## src/rtl/spi_gap_pkg.sv

```systemverilog
package spi_gap_pkg;

    localparam int BYTE_W = 8;
    localparam int IDX_W  = $clog2(BYTE_W);

    typedef logic [BYTE_W-1:0] byte_t;

    typedef enum logic [2:0] {
        PH_IDLE,
        PH_SETUP,
        PH_HIGH,
        PH_LOW,
        PH_GAP
    } phase_e;

    typedef struct packed {
        byte_t             tx;
        byte_t             rx;
        logic [IDX_W-1:0]  idx;
        logic              tail;
    } shift_t;

    function automatic logic last_bit(input logic [IDX_W-1:0] idx);
        return idx == IDX_W'(BYTE_W - 1);
    endfunction

endpackage

```

## src/rtl/spi_phase_timer.sv

```systemverilog
module spi_phase_timer #(
    parameter int CNT_W = 8
) (
    input  logic             clk,
    input  logic             rst,
    input  logic             restart,
    input  logic [CNT_W-1:0] limit,
    output logic             expired
);
    logic [CNT_W-1:0] cnt;
    logic [CNT_W-1:0] lim_eff;

    assign lim_eff = (limit == '0) ? CNT_W'(1) : limit;
    assign expired = (cnt >= lim_eff - CNT_W'(1));

    always_ff @(posedge clk) begin
        if (rst || restart)
            cnt <= '0;
        else if (!expired)
            cnt <= cnt + CNT_W'(1);
    end

endmodule

```

## src/rtl/spi_hold_reg.sv

```systemverilog
module spi_hold_reg
    import spi_gap_pkg::*;
(
    input  logic  clk,
    input  logic  rst,
    input  logic  wr_en,
    input  byte_t wr_data,
    input  logic  take,
    output logic  full,
    output byte_t data
);
    logic accept;
    assign accept = wr_en && !full;

    always_ff @(posedge clk) begin
        if (rst) begin
            full <= 1'b0;
            data <= '0;
        end else begin
            if (take)
                full <= 1'b0;
            else if (accept)
                full <= 1'b1;
            if (accept)
                data <= wr_data;
        end
    end

    // a write while full leaves the held byte untouched
    a_r10_full_keeps: assert property (@(posedge clk) disable iff (rst)
        (wr_en && full) |=> $stable(data));

endmodule

```

## src/rtl/spi_byte_master.sv

```systemverilog
module spi_byte_master
    import spi_gap_pkg::*;
#(
    parameter int CNT_W = 8
) (
    input  logic             clk,
    input  logic             rst,
    input  logic [CNT_W-1:0] cfg_half,
    input  logic [CNT_W-1:0] cfg_gap,
    input  logic [7:0]       tx_data,
    input  logic             tx_write,
    output logic             tx_ready,
    output logic [7:0]       rx_data,
    output logic             byte_ready,
    output logic             sclk,
    output logic             mosi,
    input  logic             miso,
    output logic             cs_n
);
    phase_e           phase, phase_nx;
    shift_t           sh;
    logic             step, take, expired;
    logic             hold_full;
    byte_t            hold_data;
    byte_t            rx_q;
    logic             br_q;
    logic [CNT_W-1:0] tim_lim;

    spi_hold_reg u_hold (
        .clk     (clk),
        .rst     (rst),
        .wr_en   (tx_write),
        .wr_data (tx_data),
        .take    (take),
        .full    (hold_full),
        .data    (hold_data)
    );

    assign tim_lim = (phase == PH_GAP) ? cfg_gap : cfg_half;

    spi_phase_timer #(.CNT_W(CNT_W)) u_tim (
        .clk     (clk),
        .rst     (rst),
        .restart (step),
        .limit   (tim_lim),
        .expired (expired)
    );

    always_comb begin
        phase_nx = phase;
        step     = 1'b0;
        take     = 1'b0;
        unique case (phase)
            PH_IDLE: if (hold_full) begin
                take = 1'b1; step = 1'b1; phase_nx = PH_SETUP;
            end
            PH_SETUP: if (expired) begin
                step = 1'b1; phase_nx = PH_HIGH;
            end
            PH_HIGH: if (expired) begin
                step = 1'b1;
                if (last_bit(sh.idx) && cfg_gap != '0)
                    phase_nx = PH_GAP;
                else begin
                    phase_nx = PH_LOW;
                    take     = last_bit(sh.idx) && hold_full;
                end
            end
            PH_LOW: if (expired) begin
                step = 1'b1;
                if (!sh.tail)
                    phase_nx = PH_HIGH;
                else if (hold_full)
                    take = 1'b1;
                else
                    phase_nx = PH_IDLE;
            end
            PH_GAP: if (expired) begin
                step = 1'b1; take = hold_full; phase_nx = PH_LOW;
            end
            default: phase_nx = PH_IDLE;
        endcase
    end

    always_ff @(posedge clk) begin
        if (rst) begin
            phase <= PH_IDLE;
            sh    <= '0;
            rx_q  <= '0;
            br_q  <= 1'b0;
        end else begin
            phase <= phase_nx;
            br_q  <= (phase == PH_HIGH) && expired && last_bit(sh.idx);
            if (step && phase_nx == PH_HIGH)
                sh.rx <= {sh.rx[BYTE_W-2:0], miso};
            if ((phase == PH_HIGH) && expired && last_bit(sh.idx))
                rx_q <= sh.rx;
            if (take) begin
                sh.tx   <= hold_data;
                sh.idx  <= '0;
                sh.tail <= 1'b0;
            end else if ((phase == PH_HIGH) && expired) begin
                if (!last_bit(sh.idx)) begin
                    sh.tx  <= {sh.tx[BYTE_W-2:0], 1'b0};
                    sh.idx <= sh.idx + IDX_W'(1);
                end else if (cfg_gap == '0)
                    sh.tail <= 1'b1;
            end else if ((phase == PH_GAP) && expired)
                sh.tail <= 1'b1;
        end
    end

    assign sclk       = (phase == PH_HIGH);
    assign cs_n       = (phase == PH_IDLE);
    assign mosi       = sh.tx[BYTE_W-1];
    assign tx_ready   = !hold_full;
    assign rx_data    = rx_q;
    assign byte_ready = br_q;

    // ---- assertion support: phase run lengths ----
    logic [CNT_W:0]   hi_run, lo_run;
    logic [CNT_W-1:0] half_eff;
    assign half_eff = (cfg_half == '0) ? CNT_W'(1) : cfg_half;

    always_ff @(posedge clk) begin
        if (rst) begin
            hi_run <= '0;
            lo_run <= '0;
        end else begin
            hi_run <= !sclk ? '0 : (hi_run == '1 ? hi_run : hi_run + 1'b1);
            lo_run <=  sclk ? '0 : (lo_run == '1 ? lo_run : lo_run + 1'b1);
        end
    end

    a_r3_mosi_hold: assert property (@(posedge clk) disable iff (rst)
        (sclk && $past(sclk)) |-> $stable(mosi));

    a_r4_single_pulse: assert property (@(posedge clk) disable iff (rst)
        byte_ready |=> !byte_ready);

    a_r5_high_width: assert property (@(posedge clk) disable iff (rst)
        $fell(sclk) |-> (hi_run >= {1'b0, half_eff}));

    a_r5_low_width: assert property (@(posedge clk) disable iff (rst)
        $rose(sclk) |-> (lo_run >= {1'b0, half_eff}));

    a_r2_write_fills: assert property (@(posedge clk) disable iff (rst)
        (tx_write && tx_ready) |=> !tx_ready);

endmodule

```

## config.mk

```make
export PLATFORM = sky130hd
export DESIGN_NAME = spi_byte_master
export DESIGN_NICKNAME = d
export VERILOG_FILES = /design/src/rtl/spi_gap_pkg.sv /design/src/rtl/spi_phase_timer.sv /design/src/rtl/spi_hold_reg.sv /design/src/rtl/spi_byte_master.sv
export SDC_FILE = /design/constraint.sdc
export NUM_CORES = 1
export LEC_CHECK = 0
export ABC_AREA = 1
export BUFFER_PORTS_ARGS = -buffer_cell sky130_fd_sc_hd__buf_2
export CORE_MARGIN = 8
export CORE_UTILIZATION = 52
export CTS_CLUSTER_SIZE = 20
export DETAILED_ROUTE_END_ITERATION = 7
export GPL_TIMING_DRIVEN = 1
export PLACE_DENSITY_LB_ADDON = 0.08
export SYNTH_ARGS = -nofsm -noshare
export SYNTH_HDL_FRONTEND = slang
export SYNTH_HIERARCHICAL = 1
export SYNTH_SLANG_ARGS = --single-unit
export TNS_END_PERCENT = 10
```

## constraint.sdc

```tcl
create_clock -name clk -period 3.4 [get_ports clk]
set_input_delay 0.68 -clock clk [delete_from_list [all_inputs] [get_ports clk]]
set_output_delay 0.68 -clock clk [all_outputs]
set_load 0.01 [all_outputs]
```

# Yosys cells after proc, flatten, opt, wreduce, memory -nomap -nowiden
# Index checks and enable logic that the tools add are counted.
# op_classes
n_addsub,3
n_mul,0
div,0
magnitude_cmp,1
eq_ne,9
n_shift,0
n_mux,27
bitwise_logic,1
reduce_logical,20
# ops
op,n
$mux W8,5
$mux W3,8
$logic_not A8 Y1,2
$pmux W3 S5,1
$mux W1,11
$eq A3 B2 Y1 const B,3
$add A8 B1 Y8 const B,1
$ge A8 B8 Y1,1
$reduce_bool A8 Y1,1
$sub A8 B1 Y8 const B,1
$logic_and A1 B1 Y1,7
$eq A3 B3 Y1 const B,2
$ne A2 B2 Y1 const B,2
$pmux W1 S4,1
$reduce_and A2 Y1,2
$reduce_bool A2 Y1,2
$reduce_or A4 Y1,1
$add A3 B1 Y3 const B,1
$eq A3 B1 Y1 const B,1
$logic_not A3 Y1,1
$reduce_and A3 Y1,1
$ne A2 B1 Y1 const B,1
$pmux W1 S2,1
$reduce_or A2 Y1,1
3 further kinds,3
# word_totals
reg_bits,49
latch_bits,0
ramBits,0
romBits,0
in_bits,28
out_inout_bits,13
elab_cells,71
mem_count,0

# Logic depth before layout (Yosys ltp)
# Gate-level depths: netlist (run 1).
# logic_depth
ltp_word,10
depth_mapped,27
ltp_nobuf,25

# Cells and area by module
# Netlist (run 1), hierarchy kept.
# by_module_without_submodules
mod,n_inst,cells_per_inst,area_per_inst_um2,seq_area_each_um2
spi_byte_master,1,255,1680.4,640.6
spi_phase_timer,1,114,810.8,160.2
spi_hold_reg,1,56,382.9,180.2

# Worst setup path after synthesis (run 1)
# OpenSTA, ideal clock, no wires.
# synth_timing
path_type,flip-flop to flip-flop
from,register phase[0]
to,register sh[10] in the netlist's numbering
setup_time_ps,115
t_arrival_ps,3619
t_required_ps,3285
path_slack_ps,-334
path_stages_with_launch,26
n_path_buf,2
synth_period_minus_slack_ps,3734
path_cell_list,dfxtp_1 -> nor2_4 -> nand2_4 -> inv_4 -> nand2_1 -> nand2_1 -> nor2_1 -> a31oi_2 -> ha_1 -> nand3_1 -> nor3_1 -> xnor2_1 -> ha_1 -> nand2_1 -> nor2_2 -> nand4_2 -> nand3_4 -> buf_2 -> nand4_1 -> nor2_2 -> nand2_1 -> nand3_2 -> nor2_4 -> buf_6 -> a21oi_1 -> nor2_1
# synth_between
elab_chain_len,10
elab_cells_between_ends,23
classes_between,1 x add/sub; 1 x order compare; 5 x eq/ne; 12 x mux; 4 x reduce/logical
# synth_rtl
item,line_no,rtl
from (decl),spi_byte_master.sv:20,"phase_e phase, phase_nx;"
from (signal assigned),spi_byte_master.sv:92,phase <= phase_nx;
$eq A3 B3 Y1 (*),spi_byte_master.sv:39,assign tim_lim = (phase == PH_GAP) ? cfg_gap : cfg_half;
$mux W8 (*),spi_byte_master.sv:39,
via tim_lim[2],spi_byte_master.sv:27,logic [CNT_W-1:0] tim_lim;
$logic_not A8 Y1,spi_phase_timer.sv:13,assign lim_eff = (limit == '0) ? CNT_W'(1) : limit;
$mux W8 (*),spi_phase_timer.sv:13,
$sub A8 B1 Y8 (*),spi_phase_timer.sv:14,assign expired = (cnt >= lim_eff - CNT_W'(1));
$ge A8 B8 Y1 (*),spi_phase_timer.sv:14,
via expired,spi_byte_master.sv:22,"logic step, take, expired;"
"$mux W3, on equally long branches",--,
$pmux W3 S5,spi_byte_master.sv:53,unique case (phase)
$eq A3 B2 Y1,spi_byte_master.sv:94,if (step && phase_nx == PH_HIGH)
$logic_and A1 B1 Y1 (*),spi_byte_master.sv:94,
to (decl),spi_byte_master.sv:21,shift_t sh;
# The timed path passes the listed nets; every way through them passes the cells marked *.
# A chain may end at the register's enable or synchronous reset.

# Worst setup path after layout (run 1)
# layout_timing
from,register phase[0]
to,register sh[11] in the netlist's numbering
# Same word-level chain as after synthesis.

==> results.tsv, run 1 <==
metric	value	unit
run_status	completed	
post_place_setup_slack	-0.1222	ns
drt-wirelength-per-cell	11.54	um
htree_num_levels	2	
dp.cells	559	
via_count	2817	
drc	0	
timing.max_slew.rel_slack	0.5392	
ys_warn_count	6	
timing.hold.worst_path_depth	2	
grt_first_pass_wirelength	10.99	mm
synth_instances	425	
clock_skew_after_layout	0.01079	ns
finalHoldViolations	0	
synth-simple-area-share	0.3805	
critical_path.endpoint_type	flop	
post_route_cells_drive_above_1_share	0.3008	
startpoint_type	flop	
global_routing_usage_summed_across_all_routing_layers	0.1572	
boundaryPins	41	
path_class	flop to flop	
synth_nets	465	
post_synth_fa_ha_maj_area_fraction	0.05224	
portion_of_netlist_area_occupied_by_mux_cells	0	
n_antenna_cell	0	
max-cap-violations	0	
grt_start_max_net_pins	19	
placeableCoreArea	5439	sq um
final_worst_setup_slack	0.02164	ns
finalWirelength	6.625	mm
setup-violations-final	0	
number_of_global_route_vias_before_repair	2526	
floorplan.die.height	90.35	um
stdcell_count	574	
synth_top_family_by_area	simple AND/OR/NAND/NOR gates	
clock_tree.buffer_depth	2	
cts.root.buffer_cell	clkbuf_8	
grt_use_met2	0.2613	
final.min_clock_period	3.378	ns
synth_enable_flop_cells	0	
ff2ff_path_depth	25	
drt_first_pass_iters	5	
power	1.171	mW
grt_util_met3	0.03907	
finalCritPeriodShare	0.9936	
worst_case_vdd_ir_drop	231.3	uV
clk_latency	0.30	ns
ys_types	34	
tritoncts.num_buffers	5	
gr-max-usage-layer	met2	
timing.critical_path.fanout_max	16	
global_route.overflow_total	0	
grt_antenna_before_repair	0	
clock_sinks	49	
synth_largest_type_area_fraction	0.3413	
route.antenna.remaining_nets	0	
yosys.area.top_type	dfxtp_1	
place.gp.congestion	0.9560	
final_net_count	541	
avg_cell_area_syn	6.762	sq um
clk_pin_slew_worst_paths	0.09	ns
netlist_top_cells_area	dfxtp_1 (34%), nand2_1 (16%), nand3_1 (7.3%)	
ys_ff_latch	49	
area.growth.synth_to_final	28.69	%
post-route-util	0.6800	
seq_total_area_yosys	0.3413	
synthFlopType	dfxtp_1	
routed_via_density	4.908	
tritoncts	built	
cp_arrival	3.56	ns
grtUsageMet1	0.1872	
finalMaxSlewViolations	0	
floorplan_die_area	8162	sq um
hpwl	4.860	mm
asr_flop_ratio_synth	0	
die_width	90.35	um
placement_rows	27	
synth_most_common_cell	nand2_1	
netlist_top_cells_count	nand2_1 (121), dfxtp_1 (49), inv_1 (49)	
synth_compound_area_frac	0.1062	
netlist_area	2874	sq um
buffer_ports.inserted	40	
drt_iter0_markers	80	
static-leakage-power	1.762	nW
power-per-cell-area	316.5	nW/um^2
area_share_of_xor_xnor_cells_in_the_synthesized_design	0.02743	
start_util	0.5284	
tightest_slew	0.6892	ns
timing.critical_path.required	3.58	ns
clock.fmax	296.0	MHz
worst_hold_path_type	flop to flop	
rsz0062_at_grt	yes	
==> layout by cell type (no fill, tap or decap), drive strengths merged <==
master  count
o31ai       1
ha         12
clkbuf      6
o21bai      1
a21o        1
nand4       4
nand2     127
nor2       52
xor2        3
o21ai      12
inv        56
a21oi      38
clkinv      2
nand3b      2
nand3      45
buf        78
a31oi       3
xnor2       6
nor3        4
dfxtp      49
==> layout make-up <==
class / instances / area, sq um
Clock buffer: 6 / 72.57
Clock inverter: 2 / 10.01
Fill cell: 481 / 1740
Inverter: 56 / 217.7
Multi-Input combinational cell: 311 / 1804
Sequential cell: 49 / 985.9
Tap cell: 72 / 90.09
Timing Repair Buffer: 78 / 518.0
==> report_power, final <==
group	switching, mW	internal, mW
logic	0.134	0.102
clock network	0.178	0.143
registers	0.0167	0.596
total	0.330	0.841
==> worst max-delay path, cell delays in order (launching register included) <==
cell	delay, ns
dfxtp_2	0.34
nor2_4	0.13
nand2_4	0.10
buf_6	0.15
nand2_2	0.05
nand2_2	0.06
nor3_4	0.22
a31oi_4	0.13
ha_4	0.19
nand3_4	0.06
nor3_2	0.05
xnor2_1	0.11
ha_1	0.28
nand2_2	0.09
nor2_4	0.17
nand4_4	0.10
nand3_4	0.13
buf_4	0.16
o31ai_4	0.06
nor2_2	0.15
nand2_2	0.08
nor2_4	0.13
buf_12	0.14
nand3_1	0.07
nand2_1	0.06
nor2_1	0.06
==> logic make-up after synthesis <==
group / count (synthesis)
AOI/OAI and AO/OA: 56
xor gates and xnor gates: 9
adders and majority gates: 12
buffers and inverters: 65
DFF: 49
and+or+nand+nor: 234
==> layer usage <==
| layer | share of wire | wire [um] | vias to the layer above |
|---|---|---|---|
| met5 | 0 | 0 | - |
| met4 | 0.017 | 111 | 0 |
| met3 | 0.040 | 267 | 10 |
| met2 | 0.48 | 3177 | 51 |
| met1 | 0.46 | 3068 | 1252 |
| li1 | - | - | 1504 |
==> sequential cells by signal, summed over array words and instances (netlist names) <==
name         cells
rx_data          8
u_hold/data      8
u_hold/full      1
mosi             1
phase            3
u_tim/cnt        8
sh              19
byte_ready       1
==> per-stage QoR <==
step                      TNS (ns)  instance area [sq um]  hold WS, ns
final                            0                   3699       0.4606
after global routing        -3.482                   3699       0.4839
after CTS                 -0.01804                   3558       0.4637
after detailed placement    -1.660                   3468       0.4514
after global placement     -0.3811                   3468       0.4456
after floorplan            -0.9616                   2980       0.4330
==> repair_timing <==
item	4_1_cts	5_1_grt
hold buffers	0	0
pin swaps	0	22
gates resized for setup	2	23
endpoints found under the setup margin	8	40
hold endpoints to repair	0	0
setup buffers	0	9
==> final timing paths <==
kind / from / to / slack, ns
setup reg to reg: phase[0] / sh[11] / 0.02
setup / recovery: phase[0] / sh[11] / 0.02
hold reg to reg: mosi / mosi / 0.46
hold / removal: mosi / mosi / 0.46
No activity file was read; power rests on OpenSTA's default activity.
==> inputs of run 2 (changes only) <==
--- a/config.mk
+++ b/config.mk
@@ -7,8 +7,10 @@
 export LEC_CHECK = 0
 export ABC_AREA = 1
 export BUFFER_PORTS_ARGS = -buffer_cell sky130_fd_sc_hd__buf_2
+export CELL_PAD_IN_SITES_DETAIL_PLACEMENT = 1
+export CELL_PAD_IN_SITES_GLOBAL_PLACEMENT = 1
 export CORE_MARGIN = 8
-export CORE_UTILIZATION = 52
+export CORE_UTILIZATION = 37
 export CTS_CLUSTER_SIZE = 20
 export DETAILED_ROUTE_END_ITERATION = 7
 export GPL_TIMING_DRIVEN = 1
==> run 2 against run 1 <==
Critical path type unchanged. Critical endpoint is now sh[14]. The run now ends with negative setup slack left. Largest power group unchanged. Cell count grew 7.1%. Total power rose by 6.0%. Largest cell class unchanged. Fmax shrank 5.0%.
==> results.tsv, run 2 (same netlist as run 1, synthesis figures left out) <==
metric	value	unit	change
cp_arrival	3.81	ns	was 3.56 ns
global_routing_usage_summed_across_all_routing_layers	0.1501		was 0.1572
placement_rows	32		was 27
totalNegativeSetupSlack	-2.756	ns	was 0 ns
layout.cells.most_common	nand2_1		unchanged
die_width	104.1	um	was 90.35 um
route.antenna.remaining_nets	0		unchanged
drt-wirelength-per-cell	14.12	um	was 11.54 um
final.min_clock_period	3.557	ns	was 3.378 ns
critical_path.endpoint_type	flop		unchanged
timing.max_slew.rel_slack	0.5815		was 0.5392
clock.fmax	281.1	MHz	was 296.0 MHz
cts.root.buffer_cell	clkbuf_8		unchanged
global_route.overflow_total	0		unchanged
path_delay_family	simple AND/OR/NAND/NOR gates		unchanged
worst_case_vdd_ir_drop	198.9	uV	was 231.3 uV
failing_checks	negative setup slack		
grt_start_max_net_pins	19		unchanged
static-leakage-power	1.885	nW	was 1.762 nW
floorplan_die_area	10840	sq um	was 8162 sq um
finalHoldViolations	0		unchanged
final_net_count	552		was 541
via_count	2953		was 2817
max-cap-violations	0		unchanged
rsz0062_at_grt	yes		unchanged
clk_latency	0.31	ns	was 0.30 ns
largest_register_ffs	19		unchanged
reg_with_most_ffs	sh		unchanged
post-route-cell-area	4003	sq um	was 3699 sq um
startpoint_type	flop		unchanged
boundaryPins	41		unchanged
grt_first_pass_wirelength	13.92	mm	was 10.99 mm
clk_pin_slew_worst_paths	0.10	ns	was 0.09 ns
tritoncts	built		unchanged
drt_first_pass_iters	4		was 5
post_route_cells_drive_above_1_share	0.3606		was 0.3008
final_worst_setup_slack	-0.1572	ns	was 0.02164 ns
htree_num_levels	2		unchanged
timing.critical_path.fanout_max	8		was 16
critical_path_cell_by_cell	nor2_4, nand2_4, buf_6, nand2_4, nand2_4, nor3_4, a31oi_4, ha_4, nand3_4, nor3_4, xnor2_2, ha_1, nand2_2, nor2_4, nand4_4, nand3_4, nand4_1, buf_4, nor2_4, buf_6, nand2_1, nand3_1, nand2_1, a21oi_1		
drt_iter0_markers	143		was 80
fillCellCount	991		was 481
post-route-util	0.5262		was 0.6800
routed_via_density	4.802		was 4.908
grt_antenna_before_repair	0		unchanged
most-common-layout-cells	nand2_1 (95), dfxtp_1 (47), inv_1 (46), buf_2 (40), nor2_1 (39)		was nand2_1 (105), dfxtp_1 (47), inv_1 (46), nor2_1 (40), buf_2 (40)
critical_path_buf_inv_count	3		unchanged
final-seq-area	985.9	sq um	unchanged
number_of_global_route_vias_before_repair	2985		was 2526
area.growth.synth_to_final	39.27	%	was 28.69%
worst_hold_path_type	flop to flop		unchanged
path_class	flop to flop		unchanged
clock_sinks	49		unchanged
start_util	0.3778		was 0.5284
buffer_ports.inserted	40		unchanged
finalMaxSlewViolations	0		unchanged
finalCritPeriodShare	1.046		was 0.9936
cell_area_after_placement	3526	sq um	was 3468 sq um
clock_tree.buffer_depth	2		unchanged
hpwl	6.107	mm	was 4.860 mm
finalWirelength	8.684	mm	was 6.625 mm
area_occupied_by_multi_input_gates	1924	sq um	was 1804 sq um
placeableCoreArea	7607	sq um	was 5439 sq um
tightest_slew	0.6270	ns	was 0.6892 ns
drc	0		unchanged
clock_skew_after_layout	0.008902	ns	was 0.01079 ns
power-per-cell-area	310.0	nW/um^2	was 316.5 nW/um^2
run_status	finished, violations left		was completed
setup-violations-final	30		was 0
post_cts_hold_buffer_count	0		unchanged
n_antenna_cell	0		unchanged
timing.critical_path.required	3.65	ns	was 3.58 ns
cp_slowest_stage_delay	0.37	ns	was 0.34 ns
tritoncts.num_buffers	5		unchanged
place.gp.congestion	0.7822		was 0.9560
floorplan.die.height	104.1	um	was 90.35 um
timing.critical_path.slowest_stage_cell	dfxtp_4		was dfxtp_2
-- run 2: changes by cell type in the layout (fill, tap and decap cells not counted), moves of 3 or more --
cell / before / now
nand2_4: 4 / 12
nand2_1: 105 / 95
nand2_2: 17 / 20
xnor2_1: 6 / 3
a21oi_1: 32 / 26
a21oi_2: 5 / 11
buf_4: 34 / 38
xnor2_2: 0 / 3
buf_6: 2 / 5
-- run 2: metal layers --
metal / part of all wire / wire, um / track usage
met1: 0.49 / 4269 / 0.1933
met5: 0 / 0 / 0
met2: 0.47 / 4120 / 0.2470
met3: 0.021 / 184 / 0.02726
met4: 0.013 / 109 / 0.04757
-- run 2: area by class of cell --
class,count,share of cell area
Clock buffer,7,0.02157
Clock inverter,1,0.001876
Inverter,56,0.05439
Multi-Input combinational cell,311,0.4808
Sequential cell,49,0.2463
Tap cell,102,0.03188
Timing Repair Buffer,88,0.1616
Timing Repair inverter,1,0.001563
-- run 2: tightest hold or removal path, stage by stage (launching register included) --
cell and delay [ns]:
dfxtp_1 0.32, nand2_1 0.06, a21oi_1 0.06
-- run 2: power by group --
part	leakage [nW]	switching [mW]	internal [mW]
combinational	1.44	0.149	0.109
clock	0.0445	0.203	0.166
sequential	0.400	0.0183	0.596
total	1.89	0.370	0.870
-- run 2: path summary, 6_finish.rpt --
kind	depth (start not counted)	from	slack, ns	endpoint
worst min-delay path	2	u_hold/data[0]	0.46	sh[12]
worst min register to register	2	u_hold/data[0]	0.46	sh[12]
worst max register to register	24	phase[1]	-0.16	sh[14]
worst max-delay path	24	phase[1]	-0.16	sh[14]
-- run 2: through the flow --
step | instances | hold WS, ns | total power, mW | setup WS (ns)
global placement | 590 | 0.4485 | 0.8358 | -0.1910
global route | 615 | 0.4821 | 1.307 | -0.4141
floorplan | 425 | 0.4330 | 0.7688 | -0.07868
detailed placement | 590 | 0.4588 | 0.8430 | -0.3349
CTS | 604 | 0.4632 | 1.227 | -0.07254
finish | 615 | 0.4642 | 1.241 | -0.1572
-- run 2: repair_timing --
| item | CTS | global route |
|---|---|---|
| pin swaps | 9 | 23 |
| endpoints found under the setup margin | 30 | 41 |
| gates resized for setup | 19 | 40 |
| setup buffers | 5 | 9 |
| cloned | 1 | 2 |
==> inputs of run 3 (changes only) <==
--- a/config.mk
+++ b/config.mk
@@ -10,11 +10,12 @@
 export CELL_PAD_IN_SITES_DETAIL_PLACEMENT = 1
 export CELL_PAD_IN_SITES_GLOBAL_PLACEMENT = 1
 export CORE_MARGIN = 8
-export CORE_UTILIZATION = 37
+export CORE_UTILIZATION = 41
 export CTS_CLUSTER_SIZE = 20
 export DETAILED_ROUTE_END_ITERATION = 7
 export GPL_TIMING_DRIVEN = 1
 export PLACE_DENSITY_LB_ADDON = 0.08
+export RECOVER_POWER = 25
 export SYNTH_ARGS = -nofsm -noshare
 export SYNTH_HDL_FRONTEND = slang
 export SYNTH_HIERARCHICAL = 1
==> constraint.sdc (replaced) <==
create_clock -name clk -period 3.55 [get_ports clk]
set_input_delay 0.71 -clock clk [delete_from_list [all_inputs] [get_ports clk]]
set_output_delay 0.71 -clock clk [all_outputs]
set_load 0.01 [all_outputs]
==> run 3 against run 2 <==
The run still ends with negative setup slack left. Fmax down 1.7%. First-iteration DRC count down 4.2%. Cell count down 2.9%. Cell area down 6.9%. Worst hold slack better by 0.0035 ns. Combinational power down 11%. Register-to-register slack better by 0.09 ns. Sequential share of layout area up 1.8 points. Via count up 1.5%. Non-clock buffer count down 13. Sequential cell count unchanged. Critical path type unchanged. Critical endpoint is now sh[5]. Largest cell class unchanged. Largest power group unchanged.
==> results.tsv, run 3 (same netlist as run 1, synthesis figures left out) <==
metric	value	unit	change
routed_via_density	5.020		was 4.802
post_route_cells_drive_above_1_share	0.2954		was 0.3606
final_net_count	540		was 552
rsz0062_at_grt	yes		unchanged
htree_num_levels	2		unchanged
path_class	flop to flop		unchanged
clock_tree.buffer_depth	2		unchanged
place.gp.congestion	0.8584		was 0.7822
startpoint_type	flop		unchanged
n_antenna_cell	0		unchanged
timing.critical_path.fanout_max	16		was 8
floorplan_die_area	9945	sq um	was 10840 sq um
final.min_clock_period	3.620	ns	was 3.557 ns
post-route-util	0.5483		was 0.5262
failing_checks	negative setup slack		unchanged
drt_iter0_markers	137		was 143
tritoncts	built		unchanged
max-cap-violations	0		unchanged
area_occupied_by_multi_input_gates	1814	sq um	was 1924 sq um
start_util	0.4230		was 0.3778
cp_arrival	3.82	ns	was 3.81 ns
post_cts_hold_buffer_count	0		unchanged
area.growth.synth_to_final	29.60	%	was 39.27%
die_width	99.73	um	was 104.1 um
power-per-cell-area	307.1	nW/um^2	was 310.0 nW/um^2
global_routing_usage_summed_across_all_routing_layers	0.1672		was 0.1501
drt_first_pass_iters	4		unchanged
placement_rows	30		was 32
clk_pin_slew_worst_paths	0.09	ns	was 0.10 ns
finalMaxSlewViolations	0		unchanged
hpwl	6.063	mm	was 6.107 mm
final_worst_setup_slack	-0.06982	ns	was -0.1572 ns
totalNegativeSetupSlack	-0.1366	ns	was -2.756 ns
timing.max_slew.rel_slack	0.5969		was 0.5815
tritoncts.num_buffers	5		unchanged
finalWirelength	8.615	mm	was 8.684 mm
grt_antenna_before_repair	0		unchanged
run_status	finished, violations left		unchanged
worst_case_vdd_ir_drop	180.1	uV	was 198.9 uV
clock_sinks	49		unchanged
cts.root.buffer_cell	clkbuf_8		unchanged
finalHoldViolations	0		unchanged
clock.fmax	276.3	MHz	was 281.1 MHz
reg_with_most_ffs	sh		unchanged
critical_path.endpoint_type	flop		unchanged
finalCritPeriodShare	1.020		was 1.046
most-common-layout-cells	nand2_1 (108), inv_1 (48), dfxtp_1 (47), nand3_1 (41), buf_2 (40)		was nand2_1 (95), dfxtp_1 (47), inv_1 (46), buf_2 (40), nor2_1 (39)
clk_latency	0.31	ns	about the same
setup-violations-final	4		was 30
buffer_ports.inserted	40		unchanged
global_route.overflow_total	0		unchanged
grt_start_max_net_pins	19		unchanged
clock_skew_after_layout	0.009434	ns	was 0.008902 ns
drc	0		unchanged
largest_register_ffs	19		unchanged
tightest_slew	0.6029	ns	was 0.6270 ns
number_of_global_route_vias_before_repair	2985		unchanged
floorplan.die.height	99.73	um	was 104.1 um
layout.cells.most_common	nand2_1		unchanged
timing.critical_path.required	3.75	ns	was 3.65 ns
boundaryPins	41		unchanged
grt_first_pass_wirelength	13.77	mm	was 13.92 mm
worst_hold_path_type	flop to flop		unchanged
fillCellCount	895		was 991
via_count	2997		was 2953
route.antenna.remaining_nets	0		unchanged
static-leakage-power	1.779	nW	was 1.885 nW
final-seq-area	983.4	sq um	was 985.9 sq um
placeableCoreArea	6794	sq um	was 7607 sq um
drt-wirelength-per-cell	14.43	um	was 14.12 um
-- run 3: power breakdown --
| group | internal (mW) | switching [mW] | leakage (nW) |
|---|---|---|---|
| registers | 0.571 | 0.0178 | 0.400 |
| clock network | 0.140 | 0.185 | 0.0385 |
| logic | 0.0941 | 0.136 | 1.34 |
-- run 3: path summary, 6_finish.rpt --
| check | start | to | slack (ns) | cells after the start |
|---|---|---|---|---|
| worst min-delay path | sh[12] | sh[12] | 0.47 | 2 |
| worst max-delay path | phase[0] | sh[5] | -0.07 | 26 |
| worst max register to register | phase[0] | sh[5] | -0.07 | 26 |
| worst min register to register | sh[12] | sh[12] | 0.47 | 2 |
-- run 3: final cells by class --
cell class	instances	share of cell area
Clock buffer	7	0.02049
Clock inverter	1	0.002015
Inverter	56	0.05778
Multi-Input combinational cell	312	0.4871
Sequential cell	49	0.2640
Tap cell	96	0.03225
Timing Repair Buffer	75	0.1350
Timing Repair inverter	1	0.001344
-- run 3: critical path: stages (launching register included) --
cell     delay (ns)
dfxtp_2        0.34
nor2_4         0.16
buf_6          0.12
nand2_2        0.08
nand2_2        0.08
nand2_2        0.08
nor3_4         0.23
a31oi_4        0.13
ha_4           0.19
buf_4          0.13
xnor2_2        0.12
ha_1           0.29
nand2_1        0.08
inv_2          0.06
nand2_1        0.08
nand2_1        0.07
nand2_2        0.10
nand3_4        0.11
buf_4          0.17
o31ai_4        0.24
nor2_2         0.07
nand2_2        0.09
nor2_4         0.04
buf_12         0.14
buf_4          0.13
a21oi_2        0.11
nor2_1         0.05
-- run 3: what timing repair did --
action,in CTS,in global routing
gates resized for setup,8,30
pin swaps,9,20
buffers inserted,5,8
gates cloned,0,2
setup endpoints to repair,17,40
-- run 3: per-layer routing --
layer  global-route usage  share of wire
met1               0.2114           0.46
met3              0.03003          0.027
met5                    0              0
met2               0.2807           0.48
met4              0.04889          0.024
-- run 3: stage by stage --
| stage | hold slack, ns | power (mW) | setup slack (ns) | instances | cell area (sq um) |
|---|---|---|---|---|---|
| 2_1_floorplan | 0.4330 | 0.7347 | 0.003698 | 425 | 2937 |
| 3_3_place_gp | 0.4473 | 0.7979 | -0.03519 | 576 | 3402 |
| 3_5_place_dp | 0.4572 | 0.8054 | -0.1244 | 576 | 3402 |
| 4_1_cts | 0.4737 | 1.136 | -0.0008629 | 589 | 3556 |
| 5_1_grt | 0.4970 | 1.207 | -0.2666 | 597 | 3725 |
| 6_report | 0.4678 | 1.144 | -0.06982 | 597 | 3725 |
